==> src/rtl/mce_pkg.sv <==
package mce_pkg;

    localparam int unsigned ELEM_W    = 3;
    localparam logic [ELEM_W-1:0] LAST_ELEM = 3'd5;

    typedef enum logic [2:0] {
        ST_IDLE,
        ST_WRITE,
        ST_READ,
        ST_PAUSE,
        ST_DRAIN,
        ST_DONE
    } mce_state_e;

    // passes 3 and 4 walk the array from the top down
    function automatic logic elem_descending(input logic [ELEM_W-1:0] e);
        return (e == 3'd3) || (e == 3'd4);
    endfunction

    function automatic logic elem_reads(input logic [ELEM_W-1:0] e);
        return (e != 3'd0);
    endfunction

    function automatic logic elem_writes(input logic [ELEM_W-1:0] e);
        return (e != LAST_ELEM);
    endfunction

    // value expected by the read of a pass (0 = background, 1 = complement)
    function automatic logic elem_read_val(input logic [ELEM_W-1:0] e);
        return (e == 3'd2) || (e == 3'd4);
    endfunction

    // value stored by the write of a pass
    function automatic logic elem_write_val(input logic [ELEM_W-1:0] e);
        return (e == 3'd1) || (e == 3'd3);
    endfunction

endpackage

==> src/rtl/mce_addr_gen.sv <==
module mce_addr_gen #(
    parameter int unsigned ADDR_W = 4
) (
    input  logic              clk,
    input  logic              rst_n,
    input  logic              init_i,
    input  logic              init_down_i,
    input  logic              step_i,
    output logic [ADDR_W-1:0] addr_o,
    output logic              last_o
);

    localparam logic [ADDR_W-1:0] TOP_ADDR = '1;

    logic [ADDR_W-1:0] addr_q;
    logic              down_q;

    always_ff @(posedge clk) begin
        if (!rst_n) begin
            addr_q <= '0;
            down_q <= 1'b0;
        end else if (init_i) begin
            addr_q <= init_down_i ? TOP_ADDR : '0;
            down_q <= init_down_i;
        end else if (step_i) begin
            addr_q <= down_q ? addr_q - 1'b1 : addr_q + 1'b1;
        end
    end

    assign addr_o = addr_q;
    assign last_o = down_q ? (addr_q == '0) : (addr_q == TOP_ADDR);

    a_r2_step_up: assert property (@(posedge clk) disable iff (!rst_n)
        (step_i && !init_i && !down_q) |=> (addr_o == $past(addr_o) + 1'b1));

    a_r2_step_down: assert property (@(posedge clk) disable iff (!rst_n)
        (step_i && !init_i && down_q) |=> (addr_o == $past(addr_o) - 1'b1));

endmodule

==> src/rtl/mce_bg_gen.sv <==
module mce_bg_gen #(
    parameter int unsigned DATA_W = 8
) (
    input  logic              checker_i,
    input  logic              addr_lsb_i,
    input  logic              invert_i,
    output logic [DATA_W-1:0] word_o
);

    for (genvar i = 0; i < DATA_W; i++) begin : g_bit
        localparam logic ODD_BIT = ((i % 2) == 1);
        assign word_o[i] = invert_i ^ (checker_i & (ODD_BIT ^ addr_lsb_i));
    end

endmodule

==> src/rtl/mce_fail_log.sv <==
module mce_fail_log #(
    parameter int unsigned ADDR_W = 4,
    parameter int unsigned DATA_W = 8
) (
    input  logic                       clk,
    input  logic                       rst_n,
    input  logic                       clear_i,
    input  logic                       issue_i,
    input  logic [ADDR_W-1:0]          addr_i,
    input  logic [mce_pkg::ELEM_W-1:0] elem_i,
    input  logic [DATA_W-1:0]          exp_i,
    input  logic [DATA_W-1:0]          rdata_i,
    output logic                       mismatch_o,
    output logic                       fail_o,
    output logic [ADDR_W-1:0]          log_addr_o,
    output logic [mce_pkg::ELEM_W-1:0] log_elem_o,
    output logic [DATA_W-1:0]          log_rdata_o,
    output logic [DATA_W-1:0]          log_exp_o
);

    logic                       pend_q;
    logic [ADDR_W-1:0]          pend_addr_q;
    logic [mce_pkg::ELEM_W-1:0] pend_elem_q;
    logic [DATA_W-1:0]          pend_exp_q;

    assign mismatch_o = pend_q && (rdata_i != pend_exp_q);

    // read issued this cycle is compared next cycle
    always_ff @(posedge clk) begin
        if (!rst_n) begin
            pend_q      <= 1'b0;
            pend_addr_q <= '0;
            pend_elem_q <= '0;
            pend_exp_q  <= '0;
        end else begin
            pend_q <= issue_i;
            if (issue_i) begin
                pend_addr_q <= addr_i;
                pend_elem_q <= elem_i;
                pend_exp_q  <= exp_i;
            end
        end
    end

    always_ff @(posedge clk) begin
        if (!rst_n || clear_i) begin
            fail_o      <= 1'b0;
            log_addr_o  <= '0;
            log_elem_o  <= '0;
            log_rdata_o <= '0;
            log_exp_o   <= '0;
        end else if (mismatch_o && !fail_o) begin
            fail_o      <= 1'b1;
            log_addr_o  <= pend_addr_q;
            log_elem_o  <= pend_elem_q;
            log_rdata_o <= rdata_i;
            log_exp_o   <= pend_exp_q;
        end
    end

    a_r7_fail_sticky: assert property (@(posedge clk) disable iff (!rst_n)
        (fail_o && !clear_i) |=> fail_o);

    a_r6_log_frozen: assert property (@(posedge clk) disable iff (!rst_n)
        (fail_o && !clear_i) |=> ($stable(log_addr_o) && $stable(log_elem_o)
                                  && $stable(log_rdata_o) && $stable(log_exp_o)));

    a_r5_compare_after_read: assert property (@(posedge clk) disable iff (!rst_n)
        mismatch_o |-> $past(issue_i));

endmodule

==> src/rtl/march_cm_engine.sv <==
module march_cm_engine #(
    parameter int unsigned ADDR_W  = 4,
    parameter int unsigned DATA_W  = 8,
    parameter int unsigned PAUSE_W = 8
) (
    input  logic                       clk,
    input  logic                       rst_n,
    input  logic                       start_i,
    input  logic                       bg_sel_i,
    input  logic                       stop_on_fail_i,
    input  logic [PAUSE_W-1:0]         pause_len_i,
    output logic                       mem_en_o,
    output logic                       mem_we_o,
    output logic [ADDR_W-1:0]          mem_addr_o,
    output logic [DATA_W-1:0]          mem_wdata_o,
    input  logic [DATA_W-1:0]          mem_rdata_i,
    output logic                       done_o,
    output logic                       fail_o,
    output logic [ADDR_W-1:0]          log_addr_o,
    output logic [mce_pkg::ELEM_W-1:0] log_elem_o,
    output logic [DATA_W-1:0]          log_rdata_o,
    output logic [DATA_W-1:0]          log_exp_o
);

    import mce_pkg::*;

    mce_state_e          state_q, state_d;
    logic [ELEM_W-1:0]   elem_q, elem_d;
    logic [PAUSE_W-1:0]  pcnt_q, pcnt_d;
    logic [PAUSE_W-1:0]  pause_q;
    logic                checker_q;
    logic                stop_q;

    logic                run_start;
    logic                ag_init, ag_init_down, ag_step, ag_last;
    logic                issue_rd;
    logic                pat_val;
    logic                cmp_mismatch;
    logic [DATA_W-1:0]   pat_word;

    mce_addr_gen #(.ADDR_W(ADDR_W)) u_addr (
        .clk         (clk),
        .rst_n       (rst_n),
        .init_i      (ag_init),
        .init_down_i (ag_init_down),
        .step_i      (ag_step),
        .addr_o      (mem_addr_o),
        .last_o      (ag_last)
    );

    mce_bg_gen #(.DATA_W(DATA_W)) u_bg (
        .checker_i  (checker_q),
        .addr_lsb_i (mem_addr_o[0]),
        .invert_i   (pat_val),
        .word_o     (pat_word)
    );

    mce_fail_log #(.ADDR_W(ADDR_W), .DATA_W(DATA_W)) u_log (
        .clk         (clk),
        .rst_n       (rst_n),
        .clear_i     (run_start),
        .issue_i     (issue_rd),
        .addr_i      (mem_addr_o),
        .elem_i      (elem_q),
        .exp_i       (pat_word),
        .rdata_i     (mem_rdata_i),
        .mismatch_o  (cmp_mismatch),
        .fail_o      (fail_o),
        .log_addr_o  (log_addr_o),
        .log_elem_o  (log_elem_o),
        .log_rdata_o (log_rdata_o),
        .log_exp_o   (log_exp_o)
    );

    // next-state and sequencing
    always_comb begin
        state_d      = state_q;
        elem_d       = elem_q;
        pcnt_d       = pcnt_q;
        run_start    = 1'b0;
        ag_init      = 1'b0;
        ag_init_down = 1'b0;
        ag_step      = 1'b0;
        unique case (state_q)
            ST_IDLE, ST_DONE: begin
                if (start_i) begin
                    run_start    = 1'b1;
                    elem_d       = '0;
                    ag_init      = 1'b1;
                    ag_init_down = elem_descending(3'd0);
                    state_d      = ST_WRITE;
                end
            end
            ST_READ: begin
                if (elem_writes(elem_q)) begin
                    state_d = ST_WRITE;
                end else if (ag_last) begin
                    state_d = ST_DRAIN;
                end else begin
                    ag_step = 1'b1;
                end
            end
            ST_WRITE: begin
                if (!ag_last) begin
                    ag_step = 1'b1;
                    state_d = elem_reads(elem_q) ? ST_READ : ST_WRITE;
                end else begin
                    elem_d       = elem_q + 3'd1;
                    ag_init      = 1'b1;
                    ag_init_down = elem_descending(elem_q + 3'd1);
                    if (pause_q != '0) begin
                        pcnt_d  = pause_q - 1'b1;
                        state_d = ST_PAUSE;
                    end else begin
                        state_d = ST_READ;
                    end
                end
            end
            ST_PAUSE: begin
                if (pcnt_q == '0) begin
                    state_d = ST_READ;
                end else begin
                    pcnt_d = pcnt_q - 1'b1;
                end
            end
            ST_DRAIN: state_d = ST_DONE;
            default:  state_d = ST_IDLE;
        endcase
        if (stop_q && cmp_mismatch && (state_q != ST_IDLE) && (state_q != ST_DONE)) begin
            state_d = ST_DONE;
            ag_step = 1'b0;
            ag_init = 1'b0;
        end
    end

    // state register
    always_ff @(posedge clk) begin
        if (!rst_n) begin
            state_q   <= ST_IDLE;
            elem_q    <= '0;
            pcnt_q    <= '0;
            pause_q   <= '0;
            checker_q <= 1'b0;
            stop_q    <= 1'b0;
        end else begin
            state_q <= state_d;
            elem_q  <= elem_d;
            pcnt_q  <= pcnt_d;
            if (run_start) begin
                pause_q   <= pause_len_i;
                checker_q <= bg_sel_i;
                stop_q    <= stop_on_fail_i;
            end
        end
    end

    // outputs
    always_comb begin
        mem_en_o = 1'b0;
        mem_we_o = 1'b0;
        done_o   = 1'b0;
        issue_rd = 1'b0;
        pat_val  = elem_write_val(elem_q);
        unique case (state_q)
            ST_WRITE: begin
                mem_en_o = 1'b1;
                mem_we_o = 1'b1;
            end
            ST_READ: begin
                mem_en_o = 1'b1;
                issue_rd = 1'b1;
                pat_val  = elem_read_val(elem_q);
            end
            ST_DONE: done_o = 1'b1;
            ST_IDLE, ST_PAUSE, ST_DRAIN: ;
            default: ;
        endcase
    end

    assign mem_wdata_o = pat_word;

    a_r1_first_write: assert property (@(posedge clk) disable iff (!rst_n)
        (((state_q == ST_IDLE) || (state_q == ST_DONE)) && start_i)
        |=> (mem_en_o && mem_we_o && (mem_addr_o == '0)));

    a_r2_read_then_complement: assert property (@(posedge clk) disable iff (!rst_n)
        (mem_en_o && !mem_we_o && (elem_q != LAST_ELEM))
        |=> (mem_we_o && (mem_addr_o == $past(mem_addr_o))
             && (mem_wdata_o == ~$past(mem_wdata_o))));

    a_r10_pause_holds_addr: assert property (@(posedge clk) disable iff (!rst_n)
        (state_q == ST_PAUSE) |=> $stable(mem_addr_o));

    a_r8_stop_ends_run: assert property (@(posedge clk) disable iff (!rst_n)
        (stop_q && cmp_mismatch && mem_en_o) |=> (done_o && !mem_en_o));

    a_r11_done_entry: assert property (@(posedge clk) disable iff (!rst_n)
        $rose(done_o) |-> (($past(state_q) == ST_DRAIN) || $past(stop_q)));

endmodule

==> config.mk <==
export PLATFORM = sky130hd
export DESIGN_NAME = march_cm_engine
export DESIGN_NICKNAME = d
export VERILOG_FILES = /design/src/rtl/mce_pkg.sv /design/src/rtl/mce_addr_gen.sv /design/src/rtl/mce_bg_gen.sv /design/src/rtl/mce_fail_log.sv /design/src/rtl/march_cm_engine.sv
export SDC_FILE = /design/constraint.sdc
export NUM_CORES = 1
export LEC_CHECK = 0
export ABC_CLOCK_PERIOD_IN_PS = 5630
export BUFFER_PORTS_ARGS = -buffer_cell sky130_fd_sc_hd__buf_2
export CAP_MARGIN = 5
export CORE_UTILIZATION = 59
export CTS_CLUSTER_SIZE = 14
export DETAILED_ROUTE_END_ITERATION = 7
export HOLD_SLACK_MARGIN = 0.15
export PLACE_DENSITY = 0.82
export REMOVE_ABC_BUFFERS = 1
export SLEW_MARGIN = 20
export SYNTH_ARGS = -nofsm -noshare
export SYNTH_HDL_FRONTEND = slang
export SYNTH_SLANG_ARGS = --single-unit
export TNS_END_PERCENT = 100
==> constraint.sdc <==
create_clock -name clk -period 5.63 [get_ports clk]
set_input_delay 1.4075 -clock clk [delete_from_list [all_inputs] [get_ports clk]]
set_output_delay 1.4075 -clock clk [all_outputs]
set_load 0.01 [all_outputs]
==> results.md, run 1 <==
- Status: completed
- Mean post-synth cell area: 8.46 um^2
- Vias in the first global route: 2,417
- Slew Viols, Final: 0
- Setup Crit Path Kind: flop to output pin
- CTS clk-pin slew, worst paths: 60 ps
- Post-Synth XOR/XNOR Area: 2.37%
- Fin nets: 422
- H-tree Lvls: 3
- Io pins: 60
- Synth unique cells: 50
- Hold Crit Class: flop to flop
- Post-Route WL: 6680 um
- Register-to-register setup slack: 3320 ps
- Synth Cell Area: 2950 um^2
- Leak: 0.00139 uW
- Initial DRC Count: 183
- FMAX: 266 MHz
- CTS tree: done
- Worst Min Path Start: u_log.pend_elem_q[2]$_SDFFE_PN0P_
- Synth Area in Compound Gates: 18.7%
- Maxcap violations: 0
- Critical Path Sink Type: output pin
- TNS Setup: 0 ps
- Cells on worst reg2reg path: 5
- Grt ovf: 0
- Post-synth EDFFs: 0
- # port buffers: 59
- Final period util: 66.9%
- CP arrival: 2360 ps
- Ys flop type: dfxtp_1
- Tmin final: 3760 ps
- Initial antenna violation count: 0
- Final core area utilization: 71.0%
- Register area share after synthesis: 38.6%
- Maximum vdd drop: 0.203 mV
- Simple-gate area share of the yosys netlist: 18.1%
- Post-CTS Setup Bufs: 0
- Seq cells post-synth: 57
- Die ar.: 5290 um^2
- Largest net degree at the start of global routing: 27
- Wire per inst: 14.5 um
- Post-CTS sizing: 0
- DRC errors left: 0
- Multiplexer share of the synthesized area: 9.74%
- Ys async rst share: 0%
- Die span in x: 72.8 um
- Final setup viols: 0
- Largest family of logic cells by synthesized area: compound AO/OA/AOI/OAI gates
- # diodes: 0
- Crit-path max FO: 13
- Post-Synth Adder-Cell Area: 4.91%
- FF-to-FF End: pcnt_q[6]$_SDFFE_PN0P_
- Core Rows: 25
- Ratio of cells with drive above 1 in the final layout: 21.3%
- CTS Hold Bufs: 0
- Post-synth top cells: dfxtp_1 (57), nand2_1 (53), a21oi_1 (34), nor2_1 (30), mux2i_1 (25)
- First-pass GRT wire length: 11,200 um
- Top-area cell type share of the netlist area: 38.6%
- Final Skew: 7.18 ps
- Total track usage: 27.5%
- Post-Synthesis Cells: 349
- ANT nets after route: 0
- Gpl congestion: 0.878
- Clk sink count: 57
- Synth warn: 0
- Num CTS Buffers: 9
- Clk Latency, worst-skew pair: 340 ps
- Pwr dens: 271 nW/um^2
- Synth area leader: dfxtp_1
- Hold path depth: 2
- First-pass DRT Iterations: 5
- Crit path required time: 4220 ps
- Clk root buf: clkbuf_8
- Count leader, synth: dfxtp_1
- Die Height: 72.8 um
- Clock buffer depth: 2
- Vias per cell: 5.69
- RSZ-0062 raised after global routing: false
- Initial cell density of the core: 61.7%
- Hold Vio Cnt, Final: 0
- Worst setup SP type: flop
- Worst-Margin Slew: 790 ps
- Slew headroom: 47.0%
- Core Area: 4790 um^2
- Reg-to-Reg Start: state_q[1]$_SDFFE_PP0P_
- Via count of the routed design: 2,629
- Area delta synth->final: 15.0%
- Top cells by area in the synthesized netlist: dfxtp_1 (39%), mux2i_1 (8.5%), nand2_1 (6.7%), a21oi_1 (5.8%), ha_1 (4.2%)
- Post-DP HPWL: 4780 um
- Hold EP: u_log.pend_elem_q[2]$_SDFFE_PN0P_
[cell type report]
class / instances / area [um^2]
multi-input combinational: 249 / 1600
timing repair buffer: 61 / 314
tap: 67 / 83.8
clock buffer: 11 / 131
inverter: 12 / 45.0
clock inverter: 5 / 80.1
sequential: 57 / 1140
fill: 392 / 1390
[sequential cells by signal (all words and copies together), names as in the netlist, 2 cells and up]
register / flops
elem_q: 3
u_log.pend_addr_q: 4
u_log.log_exp_o: 2
u_log.pend_exp_q: 2
u_log.log_elem_o: 3
u_addr.addr_o: 4
pause_q: 8
state_q: 3
u_log.log_rdata_o: 8
pcnt_q: 8
u_log.log_addr_o: 4
u_log.pend_elem_q: 3
[cells in the final DEF, fill, tap and decap left out, drive strengths merged, types with 2 or more instances in the layout]
cell type	count
buf	61
dfxtp	57
nand2	53
a21oi	34
nor2	30
mux2i	25
inv	11
o21ai	11
clkbuf	11
ha	10
nand3	8
or4	7
o211ai	6
xnor2	6
nor3	5
a211oi	5
and3	4
o221a	4
nand4	3
o21a	3
a31oi	3
mux2	3
nand3b	2
a221oi	2
a41oi	2
a211o	2
o311ai	2
o221ai	2
xor2	2
o2bb2ai	2
clkinvlp	2
bufinv	2
clkinv	2
and2	2
a21o	2
[layer usage]
metal | global-route usage (%) | part of all wire, % | wire length, um | vias to the layer above
met5 | 0 | 0 | 0 | -
met2 | 44.7 | 48 | 3170 | 74
met4 | 15.7 | 2.7 | 178 | 0
met3 | 5.11 | 4.6 | 309 | 18
met1 | 34.4 | 45 | 3010 | 1229
li1 | - | - | - | 1308
[how the worst max path moves through the flow]
stage / depth (start not counted) / endpoint / startpoint
global route: 6 / mem_wdata_o[4] / state_q[1]$_SDFFE_PP0P_
finish: 5 / mem_wdata_o[6] / state_q[1]$_SDFFE_PP0P_
detailed placement: 6 / u_addr.addr_o[0]$_SDFFE_PN0P_ / mem_rdata_i[0]
global placement: 5 / mem_wdata_o[4] / state_q[1]$_SDFFE_PP0P_
CTS: 5 / mem_wdata_o[6] / state_q[1]$_SDFFE_PP0P_
floorplan: 5 / u_log.log_addr_o[0]$_SDFFE_PP0P_ / mem_rdata_i[2]
[power breakdown]
part           internal (uW)  switching (uW)
logic                   36.8            52.6
registers                412            14.4
clock network            248             158
total                    697             225
[critical path, cell delays in order, from the launching register on]
cell and delay [ps]:
dfxtp_1 550, or3b_2 620, nand2_1 110, o211ai_1 140, xnor2_1 400, buf_2 210
[cell families after synthesis]
kind of cell | count (synthesis)
adders and majority gates | 11
AOI/OAI and AO/OA | 84
muxes | 28
buffers and inverters | 43
and+or+nand+nor | 118
xor gates and xnor gates | 8
DFF | 57
[stage by stage]
step                total power [uW]  hold WS (ps)  worst slack, ps  cell area, um^2  std cells
finish                           922           456             1870             3400        462
detailed placement               523           450             2260             3180        445
global placement                 521           448             2330             3180        445
CTS                              928           458             1900             3390        461
floorplan                        489           436             1630             2780        318
global route                     958           490             1730             3400        462
Power figures use the tool's default switching activity.
==> run 2, diff against run 1 <==
--- a/config.mk
+++ b/config.mk
@@ -5,14 +5,15 @@
 export SDC_FILE = /design/constraint.sdc
 export NUM_CORES = 1
 export LEC_CHECK = 0
-export ABC_CLOCK_PERIOD_IN_PS = 5630
+export ABC_AREA = 1
+export ABC_CLOCK_PERIOD_IN_PS = 3300
 export BUFFER_PORTS_ARGS = -buffer_cell sky130_fd_sc_hd__buf_2
 export CAP_MARGIN = 5
-export CORE_UTILIZATION = 59
+export CORE_UTILIZATION = 50
 export CTS_CLUSTER_SIZE = 14
 export DETAILED_ROUTE_END_ITERATION = 7
 export HOLD_SLACK_MARGIN = 0.15
-export PLACE_DENSITY = 0.82
+export PLACE_DENSITY = 0.73
 export REMOVE_ABC_BUFFERS = 1
 export SLEW_MARGIN = 20
 export SYNTH_ARGS = -nofsm -noshare
==> constraint.sdc (replaced) <==
create_clock -name clk -period 3.3 [get_ports clk]
set_input_delay 0.825 -clock clk [delete_from_list [all_inputs] [get_ports clk]]
set_output_delay 0.825 -clock clk [all_outputs]
set_load 0.01 [all_outputs]
==> results.md, run 2 <==
- Status: completed
- Critical Path Sink Type: output pin
- Post-synth EDFFs: 0 (unchanged)
- Seq cells post-synth: 57 (unchanged)
- Slew headroom: 66.2% (+19 points)
- Grt ovf: 0 (unchanged)
- Largest delay share family, worst path: flip-flops
- Maxcap violations: 0 (unchanged)
- Power share of the combinational group: 15.5% (+5.8 points)
- Post-Synthesis Cells: 438 (+26%)
- Synth Cell Area: 3160 um^2 (+6.9%)
- Post-CTS Setup Bufs: 0 (unchanged)
- Tmin final: 2780 ps
- Initial DRC Count: 106 (-42%)
- Post-Route WL: 6470 um (-3.2%)
- Top cells by area in the synthesized netlist: dfxtp_1 (36%), nand2_1 (9.3%), inv_1 (6.5%), nor2_1 (6.5%), a21oi_1 (5.9%)
- Register area share after synthesis: 36.1% (-2.5 points)
- Fill cells: 546 (+39%)
- Synth warn: 0 (unchanged)
- Die Height: 81.5 um (+12%)
- TNS Setup: 0 ps (unchanged)
- H-tree Lvls: 3 (unchanged)
- Most common cell after layout, fill and taps aside: nand2_1
- Area delta synth->final: 12.0%
- Top-area cell type share of the netlist area: 36.1% (-2.5 points)
- Post-DP HPWL: 4810 um (+0.69%)
- Top Registers: pause_q x8, pcnt_q x8, u_log.log_rdata_o x8
- Net Switching: 444 uW (+98%)
- Ys flop type: dfxtp_1
- CP max stage delay: 550 ps (-70 ps)
- Core Area: 5990 um^2 (+25%)
- Slew Viols, Final: 0 (unchanged)
- Vias in the first global route: 2,551 (+5.5%)
- Num CTS Buffers: 9 (unchanged)
- Crit path required time: 2470 ps (-1750 ps)
- Final Skew: 11.4 ps (+4.19 ps)
- Io pins: 60 (unchanged)
- Final Cell Area: 3540 um^2 (+4.1%)
- Synth area leader: dfxtp_1
- Worst hold margin: 442 ps (-13.9 ps)
- Clock power share: 36.0% (-8.1 points)
- Final setup viols: 0 (unchanged)
- Leak: 0.00170 uW (+22%)
- Initial antenna violation count: 0 (unchanged)
- Die span in x: 81.5 um (+12%)
- Core Rows: 28 (+12%)
- Gpl congestion: 0.890 (+1.4%)
- Via count of the routed design: 2,773 (+5.5%)
- Switch share: 29.6% (+5.2 points)
- Final core area utilization: 59.1% (-12 points)
- Worst path cell trace: inv_4, nand3_2, inv_2, nand2_1, o21ai_2, xnor2_1, buf_2
- Largest net degree at the start of global routing: 33 (+22%)
- CTS clk-pin slew, worst paths: 70 ps (about the same)
- Mean post-synth cell area: 7.21 um^2 (-15%)
- Non-filler cells, final: 563 (+22%)
- Ys async rst share: 0% (unchanged)
- Wire per inst: 11.5 um (-21%)
- Maximum vdd drop: 0.268 mV (+32%)
- RSZ-0062 raised after global routing: false
- Placed cells: 548 (+23%)
- Clk sink count: 57 (unchanged)
- CTS tree: done
- DRC errors left: 0 (unchanged)
- Clock buffer depth: 2 (unchanged)
- Clk Latency, worst-skew pair: 340 ps (about the same)
- # port buffers: 59 (unchanged)
- ANT nets after route: 0 (unchanged)
- Post-CTS sizing: 0 (unchanged)
- Worst setup SP type: flop
- First-pass GRT wire length: 11,200 um (about the same)
- Total track usage: 22.3% (-5.2 points)
- Final period util: 84.1%
- Count leader, synth: nand2_1
- Hold Vio Cnt, Final: 0 (unchanged)
- Initial cell density of the core: 52.7% (-9.0 points)
- Crit-path max FO: 18 (+5)
- Int Pwr: 1060 uW (+51%)
- Setup Crit Path Kind: flop to output pin
- Worst Path Buf+Inv: 3 (+2)
- CP arrival: 1950 ps (-410 ps)
- Synth unique cells: 32 (-36%)
- Register share of total power: 48.5% (+2.3 points)
- Clk root buf: clkbuf_8
- CTS Hold Bufs: 0 (unchanged)
- First-pass DRT Iterations: 4 (-1)
- Pwr dens: 424 nW/um^2 (+56%)
- Vias per cell: 4.93 (-13%)
- Worst-Margin Slew: 506 ps (-284 ps)
- # diodes: 0 (unchanged)
- Fin nets: 516 (+22%)
- Placed cell area: 3380 um^2 (+6.4%)
- Hold Crit Class: flop to flop
- Commonest non-fill, non-tap cells in the layout: nand2_1 (78), buf_2 (59), dfxtp_1 (57)
- FMAX: 360 MHz
- Ratio of cells with drive above 1 in the final layout: 25.0% (+3.7 points)
- Slowest stage cell on the critical path: dfxtp_1
- Post-synth top cells: nand2_1 (78), dfxtp_1 (57), inv_1 (55), nor2_1 (55), a21oi_1 (37)
- Die ar.: 6640 um^2 (+25%)
## run 2: changes by cell type after synthesis, sizes merged, moves of 12 or more
cell	previous run	this run
inv	11	61
o21ai	11	51
nand2	53	86
nor2	30	60
mux2i	25	0
nand3	8	24
a21oi	34	47
clkbuf	14	2
## run 2: stage by stage
step,setup slack [ps],total power (uW)
6_report,525,1500
5_1_grt,346,1580
4_1_cts,486,1520
3_5_place_dp,848,975
3_3_place_gp,930,971
2_1_floorplan,703,902
## run 2: worst reg2reg max path, cell delays in order, from the launching register on
cell     delay [ps]
dfxtp_1         550
inv_4            90
nand3_2         230
nand2_1         100
nand2_1         110
inv_1            70
ha_1            240
nand2_1          90
o21ai_0          70
a21oi_1         160
nor2_1           50
## run 2: final cells by class
class                   count  area [um^2]  share of cell area [%]
multi-input cells         294         1600                    45.2
flip-flops and latches     57         1140                    32.2
repair buffers             61          310                    8.77
inverters                  61          234                    6.61
clock buffers               9          124                    3.50
well taps                  75         93.8                    2.65
clock inverters             6         36.3                    1.03
## run 2: final timing paths
check | slack (ps) | cells past startpoint | to | from
setup reg to reg | 1450 | 10 | pcnt_q[4]$_SDFFE_PN0P_ | state_q[2]$_SDFFE_PN0P_
hold / removal | 440 | 2 | u_log.log_addr_o[0]$_SDFFE_PP0P_ | u_log.log_addr_o[0]$_SDFFE_PP0P_
setup / recovery | 520 | 7 | mem_wdata_o[7] | state_q[2]$_SDFFE_PN0P_
hold reg to reg | 440 | 2 | u_log.log_addr_o[0]$_SDFFE_PP0P_ | u_log.log_addr_o[0]$_SDFFE_PP0P_
## run 2: power by group through the flow
| stage | clock [uW] | combinational [uW] | sequential (uW) |
|---|---|---|---|
| 2_1_floorplan | 0 | 161 | 741 |
| 3_3_place_gp | 0 | 230 | 741 |
| 3_5_place_dp | 0 | 232 | 743 |
| 4_1_cts | 557 | 234 | 727 |
| 5_1_grt | 583 | 269 | 730 |
| 6_report | 540 | 233 | 728 |
## run 2: logic make-up after synthesis
| group | Yosys count | synth area share [%] |
|---|---|---|
| compound gates | 102 | 19.1 |
| fa+ha+maj | 11 | 4.60 |
| xor+xnor | 7 | 1.94 |
| simple gates | 174 | 24.8 |
| flops | 57 | 36.1 |
| buf+inv | 87 | 13.4 |
## run 2: routing by layer
layer | global-route usage [%] | vias up | part of all wire [%]
li1 | - | 1477 | -
met1 | 27.7 | 1212 | 46
met2 | 35.3 | 70 | 45
met3 | 7.11 | 14 | 6.8
met4 | 9.82 | 0 | 2.3
met5 | 0 | - | 0
==> run 3, diff against run 2 <==
--- a/config.mk
+++ b/config.mk
@@ -5,15 +5,15 @@
 export SDC_FILE = /design/constraint.sdc
 export NUM_CORES = 1
 export LEC_CHECK = 0
-export ABC_AREA = 1
-export ABC_CLOCK_PERIOD_IN_PS = 3300
+export ABC_AREA = 0
+export ABC_CLOCK_PERIOD_IN_PS = 2700
 export BUFFER_PORTS_ARGS = -buffer_cell sky130_fd_sc_hd__buf_2
 export CAP_MARGIN = 5
-export CORE_UTILIZATION = 50
+export CORE_UTILIZATION = 55
 export CTS_CLUSTER_SIZE = 14
 export DETAILED_ROUTE_END_ITERATION = 7
 export HOLD_SLACK_MARGIN = 0.15
-export PLACE_DENSITY = 0.73
+export PLACE_DENSITY = 0.77
 export REMOVE_ABC_BUFFERS = 1
 export SLEW_MARGIN = 20
 export SYNTH_ARGS = -nofsm -noshare
==> constraint.sdc (replaced) <==
create_clock -name clk -period 2.7 [get_ports clk]
set_input_delay 0.675 -clock clk [delete_from_list [all_inputs] [get_ports clk]]
set_output_delay 0.675 -clock clk [all_outputs]
set_load 0.01 [all_outputs]
==> results.md, run 3 (same netlist as run 1, synthesis figures left out) <==
- Worst setup SP type: flop
- # port buffers: 59 (unchanged)
- Ratio of cells with drive above 1 in the final layout: 25.2% (+0.25 points)
- Largest net degree at the start of global routing: 19 (-42%)
- DRC errors left: 0 (unchanged)
- Top Registers: pause_q x8, pcnt_q x8, u_log.log_rdata_o x8
- FMAX: 390 MHz
- TNS Setup: 0 ps (unchanged)
- CTS tree: done
- Crit-path max FO: 10 (-8)
- Placed cells: 458 (-16%)
- Clk root buf: clkbuf_8
- Vias in the first global route: 2,547 (-0.16%)
- Gpl congestion: 0.889 (-0.13%)
- H-tree Lvls: 3 (unchanged)
- Initial antenna violation count: 0 (unchanged)
- Cells on worst reg2reg path: 6 (-4)
- Num CTS Buffers: 9 (unchanged)
- Fin nets: 435 (-16%)
- Die Height: 75.3 um (-7.6%)
- Worst-Margin Slew: 583 ps (+76.5 ps)
- Leak: 0.00147 uW (-13%)
- Critical Path Sink Type: output pin
- Area delta synth->final: 19.4%
- Final core area utilization: 68.6% (+9.6 points)
- Final Skew: 6.20 ps (-5.17 ps)
- First-pass GRT wire length: 11,600 um (+3.4%)
- Setup Crit Path Kind: flop to output pin
- Maximum vdd drop: 0.348 mV (+30%)
- Slew Viols, Final: 0 (unchanged)
- Switch share: 26.3% (-3.4 points)
- Final period util: 95.1%
- CTS clk-pin slew, worst paths: 60 ps (about the same)
- Register share of total power: 47.6% (-0.9 points)
- RSZ-0062 raised after global routing: false
- Die ar.: 5670 um^2 (-15%)
- Commonest non-fill, non-tap cells in the layout: buf_2 (59), dfxtp_1 (54), nand2_1 (53)
- Hold Vio Cnt, Final: 0 (unchanged)
- Power share of the combinational group: 11.2% (-4.3 points)
- # diodes: 0 (unchanged)
- Final setup viols: 0 (unchanged)
- Clock buffer depth: 2 (unchanged)
- Slew headroom: 61.0% (-5.2 points)
- Fill cells: 445 (-18%)
- Hold Crit Class: flop to flop
- Tmin final: 2570 ps
- Status: completed
- Post-Route WL: 7130 um (+10%)
- Vias per cell: 5.64 (+15%)
- Pwr dens: 529 nW/um^2 (+25%)
- First-pass DRT Iterations: 5 (+1)
- Core Rows: 26 (-7.1%)
- Non-filler cells, final: 478 (-15%)
- Io pins: 60 (unchanged)
- Initial cell density of the core: 57.5% (+4.8 points)
- Wire per inst: 14.9 um (+30%)
- Hold path depth: 2 (unchanged)
- Via count of the routed design: 2,698 (-2.7%)
- Clk sink count: 57 (unchanged)
- Initial DRC Count: 136 (+28%)
- ANT nets after route: 0 (unchanged)
- Net Switching: 490 uW (+10%)
- Post-DP HPWL: 5040 um (+4.7%)
- Int Pwr: 1380 uW (+30%)
- Crit path required time: 2030 ps (-440 ps)
- Die span in x: 75.3 um (-7.6%)
- Core Area: 5140 um^2 (-14%)
- Clock power share: 41.2% (+5.2 points)
- CP arrival: 1890 ps (-60 ps)
- Most common cell after layout, fill and taps aside: buf_2
- Total track usage: 27.5% (+5.1 points)
- Grt ovf: 0 (unchanged)
- Maxcap violations: 0 (unchanged)
- Clk Latency, worst-skew pair: 340 ps (about the same)
run 3: cell types whose count changed in the layout (fill, tap and decap cells not counted), moves of 6 or more:
cell      before  now
buf_4          2   12
nand2_1       78   53
o21ai_2       12    1
nand3_1       19    8
or4_1          0    7
a21oi_2       10    0
o211ai_1       0    6
inv_1         55   11
o21ai_0       36    9
nand2_2        6    0
mux2i_1        0   25
nor2_1        55   30
run 3: power by group through the flow:
stage	sequential [uW]	clock, uW	combinational [uW]
after CTS	888	781	201
after detailed placement	906	0	197
after floorplan	901	0	118
after global placement	906	0	194
final	888	769	209
after global routing	892	821	232
run 3: cell type report:
type	instances	area, um^2	area share, %
flip-flops and latches	57	1150	32.5
well taps	70	87.6	2.48
clock inverters	5	56.3	1.60
repair buffers	74	428	12.1
clock buffers	11	131	3.72
inverters	12	45.0	1.28
multi-input cells	249	1630	46.3
run 3: final timing paths:
| check | startpoint | end | slack [ps] |
|---|---|---|---|
| max | state_q[0]$_SDFFE_PN0P_ | mem_wdata_o[7] | 130 |
| min | u_log.pend_elem_q[2]$_SDFFE_PN0P_ | u_log.pend_elem_q[2]$_SDFFE_PN0P_ | 460 |
| max reg2reg | state_q[2]$_SDFFE_PN0P_ | pcnt_q[6]$_SDFFE_PN0P_ | 480 |
| min reg2reg | u_log.pend_elem_q[2]$_SDFFE_PN0P_ | u_log.pend_elem_q[2]$_SDFFE_PN0P_ | 460 |
run 3: routing by layer:
metal	global-route usage [%]	share of wire (%)	vias up
met3	5.35	5.3	15
met2	45.8	49	83
li1	-	-	1338
met5	0	0	-
met4	15.0	1.9	0
met1	33.3	44	1262
run 3: timing repair:
action                     4_1_cts  5_1_grt
pin swaps                        2        2
resized for setup                4        6
setup buffers                    1        2
setup endpoints to repair        8        8
hold buffers                     0        0
run 3: through the flow:
stage / area (um^2) / worst slack (ps) / total power, uW / hold WS [ps]
floorplan: 2780 / -565 / 1020 / 436
global placement: 3270 / 225 / 1100 / 448
detailed placement: 3270 / 207 / 1100 / 453
CTS: 3480 / 47.1 / 1870 / 463
global route: 3530 / 41.5 / 1940 / 474
finish: 3530 / 133 / 1870 / 462
run 3: critical path, cell delays in order, from the launching register on:
cell	delay, ps
dfxtp_4	380
or3b_4	410
nand2_1	70
o211ai_1	190
xnor2_2	300
buf_2	180
